===== src/rtl/pwr_pkg.sv =====
package pwr_pkg;

  localparam int CODE_W = 2;

  typedef enum logic [CODE_W-1:0] {
    PM_ADC_GATED_REF_OFF = 2'b00,
    PM_ADC_ON_REF_OFF    = 2'b01,
    PM_ADC_GATED_REF_ON  = 2'b10,
    PM_ALL_ON            = 2'b11
  } pwr_code_e;

  typedef struct packed {
    logic ref_on;
    logic adc_on;
    logic irq_ok;
    logic pd_sw;
  } pwr_en_t;

  // Map a power code and the conversion-active flag to enable lines.
  function automatic pwr_en_t pwr_decode(input pwr_code_e code, input logic busy);
    pwr_en_t e;
    e.ref_on = 1'b0;
    e.adc_on = busy;
    e.irq_ok = ~busy;
    unique case (code)
      PM_ADC_GATED_REF_OFF: ;
      PM_ADC_ON_REF_OFF:    e.adc_on = 1'b1;
      PM_ADC_GATED_REF_ON:  e.ref_on = 1'b1;
      PM_ALL_ON: begin
        e.ref_on = 1'b1;
        e.adc_on = 1'b1;
        e.irq_ok = 1'b0;
      end
      default: ;
    endcase
    e.pd_sw = ~e.adc_on;
    return e;
  endfunction

endpackage


===== src/rtl/pwr_code_reg.sv =====
module pwr_code_reg
  import pwr_pkg::*;
#(
  parameter pwr_code_e RST_CODE = PM_ADC_GATED_REF_ON
) (
  input  logic              clk,
  input  logic              rst,
  input  logic              load,
  input  logic [CODE_W-1:0] code_in,
  output pwr_code_e         code_nxt,
  output pwr_code_e         code_q
);

  always_comb begin
    code_nxt = code_q;
    if (load) code_nxt = pwr_code_e'(code_in);
  end

  always_ff @(posedge clk) begin
    if (rst) code_q <= RST_CODE;
    else     code_q <= code_nxt;
  end

endmodule


===== src/rtl/pwr_conv_track.sv =====
module pwr_conv_track (
  input  logic clk,
  input  logic rst,
  input  logic start,
  input  logic done,
  input  logic cs_up,
  output logic busy_nxt,
  output logic busy_q
);

  // A start outranks a coincident end so back-to-back conversions stay powered.
  always_comb begin
    busy_nxt = busy_q;
    if (start)              busy_nxt = 1'b1;
    else if (done || cs_up) busy_nxt = 1'b0;
  end

  always_ff @(posedge clk) begin
    if (rst) busy_q <= 1'b0;
    else     busy_q <= busy_nxt;
  end

endmodule


===== src/rtl/pwr_out_reg.sv =====
module pwr_out_reg
  import pwr_pkg::*;
#(
  parameter pwr_code_e RST_CODE = PM_ADC_GATED_REF_ON
) (
  input  logic      clk,
  input  logic      rst,
  input  pwr_code_e code_nxt,
  input  logic      busy_nxt,
  output pwr_en_t   en_q
);

  localparam pwr_en_t RST_EN = pwr_decode(RST_CODE, 1'b0);

  pwr_en_t en_d;

  always_comb en_d = pwr_decode(code_nxt, busy_nxt);

  always_ff @(posedge clk) begin
    if (rst) en_q <= RST_EN;
    else     en_q <= en_d;
  end

endmodule


===== src/rtl/pwr_mode_ctrl.sv =====
module pwr_mode_ctrl
  import pwr_pkg::*;
#(
  parameter pwr_code_e RST_CODE = PM_ADC_GATED_REF_ON
) (
  input  logic              clk,
  input  logic              rst,
  input  logic              mode_load,
  input  logic [CODE_W-1:0] pd_code,
  input  logic              conv_start,
  input  logic              conv_done,
  input  logic              cs_rise,
  output logic              ref_en,
  output logic              adc_en,
  output logic              irq_permit,
  output logic              pd_switch
);

  pwr_code_e code_nxt;
  pwr_code_e mode_q;
  logic      busy_nxt;
  logic      busy_q;
  pwr_en_t   en_q;

  pwr_code_reg #(.RST_CODE(RST_CODE)) u_code (
    .clk      (clk),
    .rst      (rst),
    .load     (mode_load),
    .code_in  (pd_code),
    .code_nxt (code_nxt),
    .code_q   (mode_q)
  );

  pwr_conv_track u_track (
    .clk      (clk),
    .rst      (rst),
    .start    (conv_start),
    .done     (conv_done),
    .cs_up    (cs_rise),
    .busy_nxt (busy_nxt),
    .busy_q   (busy_q)
  );

  pwr_out_reg #(.RST_CODE(RST_CODE)) u_out (
    .clk      (clk),
    .rst      (rst),
    .code_nxt (code_nxt),
    .busy_nxt (busy_nxt),
    .en_q     (en_q)
  );

  assign ref_en     = en_q.ref_on;
  assign adc_en     = en_q.adc_on;
  assign irq_permit = en_q.irq_ok;
  assign pd_switch  = en_q.pd_sw;

endmodule


===== config.mk =====
export PLATFORM = sky130hd
export DESIGN_NAME = pwr_mode_ctrl
export DESIGN_NICKNAME = d
export VERILOG_FILES = /design/src/rtl/pwr_pkg.sv /design/src/rtl/pwr_code_reg.sv /design/src/rtl/pwr_conv_track.sv /design/src/rtl/pwr_out_reg.sv /design/src/rtl/pwr_mode_ctrl.sv
export SDC_FILE = /design/constraint.sdc
export NUM_CORES = 1
export LEC_CHECK = 0
export BUFFER_PORTS_ARGS = -buffer_cell sky130_fd_sc_hd__buf_2
export CAP_MARGIN = 25
export CORE_AREA = 2 2 39 41
export DETAILED_ROUTE_END_ITERATION = 6
export DIE_AREA = 0 0 41 43
export PLACE_DENSITY = 0.43
export SYNTH_ARGS = -nofsm -noshare
export SYNTH_HDL_FRONTEND = slang
export SYNTH_SLANG_ARGS = --single-unit

===== constraint.sdc =====
create_clock -name clk -period 1.1 [get_ports clk]
set_input_delay 0.11 -clock clk [delete_from_list [all_inputs] [get_ports clk]]
set_output_delay 0.11 -clock clk [all_outputs]
set_load 0.03 [all_outputs]

==> impl_results.md <==
* Status: finished, final reports clean
* Data arrival, critical path at 1.15 ns
* Max_cap viols at 0
* Setup bufs post-CTS at 0
* Initial Util at 14.3%
* Mapped Nets at 27
* Min-Delay Path Class: in2reg
* HPWL Detailed at 345 um
* Worst Reg2Reg Path Length in Cells at 3
* Hold Path End: u_out.en_q[3]
* Num Clock Sinks at 6
* Overall Power at 507 uW
* Largest net degree at the start of global routing at 6
* Buffers plus inverters on the worst setup path at 1
* Vias per cell at 3.90
* DP Cell Count at 46
* Area of the multi-input gates at 70.1 um2
* Num CTS Buffers at 3
* Root buffer cell: clkbuf_4
* All-Layer GR Usage at 5.83%
* Final instance area at 295 um2
* Yosys warnings at 0
* Leak at 0.000138 uW
* Core area at 1380 um2
* Fin crit share at 92.8%
* Worst-skew pair later-pin latency at 0.24 ns
* Total gr overflow at 0
* Buffers added on ports at 11
* Peak Freq at 979 MHz
* Register area share after synthesis at 60.8%
* Die H at 43 um
* RSZ-0062 raised after global routing: no
* Placed cell areas at 273 um2
* Max incr delay on CP at 0.37 ns
* Post-cts hold buffer count at 0
* Flop2flop setup slack at 0.08 ns
* Worst slew pin tran at 0.233 ns
* Clk buf depth at 2
* Wire per inst at 8.37 um
* WL final at 410 um
* Yosys cell types at 11
* Final hold vios at 0
* Fillers at 152
* Row count at 14
* Layout cells sized above 1 at 42.4%
* Die area at 1760 um2
* Flops & latches, synth at 6
* Post-Route Skew at 0.00424 ns
* Final Util at 21.3%
* Final min period at 1.02 ns
* Top delay family on crit path: simple AND/OR/NAND/NOR gates
* Setup crit end kind: flip-flop
* Power per cell area at 1720 nW/um2
* Register area at 120 um2
* RR Startpoint: u_track.busy_q
* Global-route wire length before repair at 600 um
* Setup Crit Path Kind: reg2reg
* Post-cts resize count at 0
* Worst hold path stage count at 2
* Global placer's final weighted congestion at 0.649
* CTS tree: built
* Clock slew at reported path FFs at 0.05 ns
* Critical path cell sequence: or3b_1 > a31oi_1 > inv_1
* Final nets at 43
* Worst EP required at 1.23 ns
* Setup violations, final at 0
* Synth-to-Final Area Change at 49.4%
* Antenna diode count at 0
* Initial antenna violation count at 0
* Fin. max-slew vios at 0
* First drt pass iteration count at 1
* Final cell count without fillers at 49
* Number of global-route vias before repair at 150
* Fin Setup TNS at 0 ns
* Cell area after synthesis at 198 um2
* IR drop worst, VDD at 0.484 mV
* Residual DRC at 0
* IO Count at 12
* Avg Cell Area, Syn at 10.4 um2
* H-Tree Depth at 1
* Max_slew headroom at 84.0%
* Total number of vias at 191
* Crit Reg-Reg Endpoint: u_out.en_q[0]
* Crit Path Max Fanout at 2
* Slowest cell on the critical path: or3b_1
* CP Launch Type: flip-flop
* Die width at 41 um
* Mapped Cells at 19
* Post-route antenna net violation count at 0
* Min-Delay Startpoint: pd_code[1]
* First DRT Iteration DRCs at 0
## synth_stat cells, drive strengths merged
master,n,share of area [%]
nor2,2,3.8
nor2b,1,3.2
a211o,1,4.4
or3b,1,4.4
a21oi,2,5.1
mux2i,1,5.1
nand3,1,2.5
dfxtp,6,61
nand3b,1,3.8
inv,2,3.8
a31oi,1,3.2
## logic make-up after synthesis
kind of cell	count (synthesis)	synth area share (%)
compound gates	4	12.7
buf+inv	2	3.80
flops	6	60.8
mux	1	5.06
simple gates	6	17.7
## worst max path at each step
| stage | start | endpoint | depth (start not counted) |
|---|---|---|---|
| final | u_track.busy_q | u_out.en_q[0] | 3 |
| after global routing | u_track.busy_q | u_out.en_q[0] | 3 |
| after CTS | u_track.busy_q | u_out.en_q[0] | 3 |
| after detailed placement | u_track.busy_q | u_out.en_q[0] | 3 |
| after global placement | u_track.busy_q | u_out.en_q[0] | 3 |
| after floorplan | u_track.busy_q | u_out.en_q[0] | 3 |
## cell usage in the layout, fill, tap and decap left out, drive strengths merged
master  instances
nor2            2
mux2i           1
dfxtp           6
or3b            1
inv             2
clkbuf          3
nand3b          1
a21oi           2
nand3           1
nor2b           1
a211o           1
buf            11
a31oi           1
## stage by stage
step	setup WS (ns)	hold slack (ns)
after global routing	0.0194	0.0968
final	0.0788	0.0952
after detailed placement	0.0652	0.340
after floorplan	0.128	0.182
after global placement	0.0700	0.346
after CTS	0.0671	0.0840
## report_power, final
part	total [uW]	internal, uW	switching, uW
Sequential	239	234	4.59
Clock	198	123	74.5
Combinational	71.1	26.9	44.2
## registers in the layout, summed over array words and instances (netlist names)
signal,flops
u_track.busy_q,1
u_code.code_q,1
u_out.en_q,4
## final cells by class
cell class                      instances  area share, %
Sequential cell                         6           40.7
Multi-Input combinational cell         11           23.7
Timing Repair Buffer                   11           18.6
Clock buffer                            3           7.63
Tap cell                               16           6.78
Inverter                                2           2.54
## per-layer routing
metal  routed length (um)  track usage (%)
met1                  188             5.81
met2                  145             6.56
met3                   76             6.81
met4                    0             4.00
met5                    0                0
No activity file was read; power rests on OpenSTA's default activity.
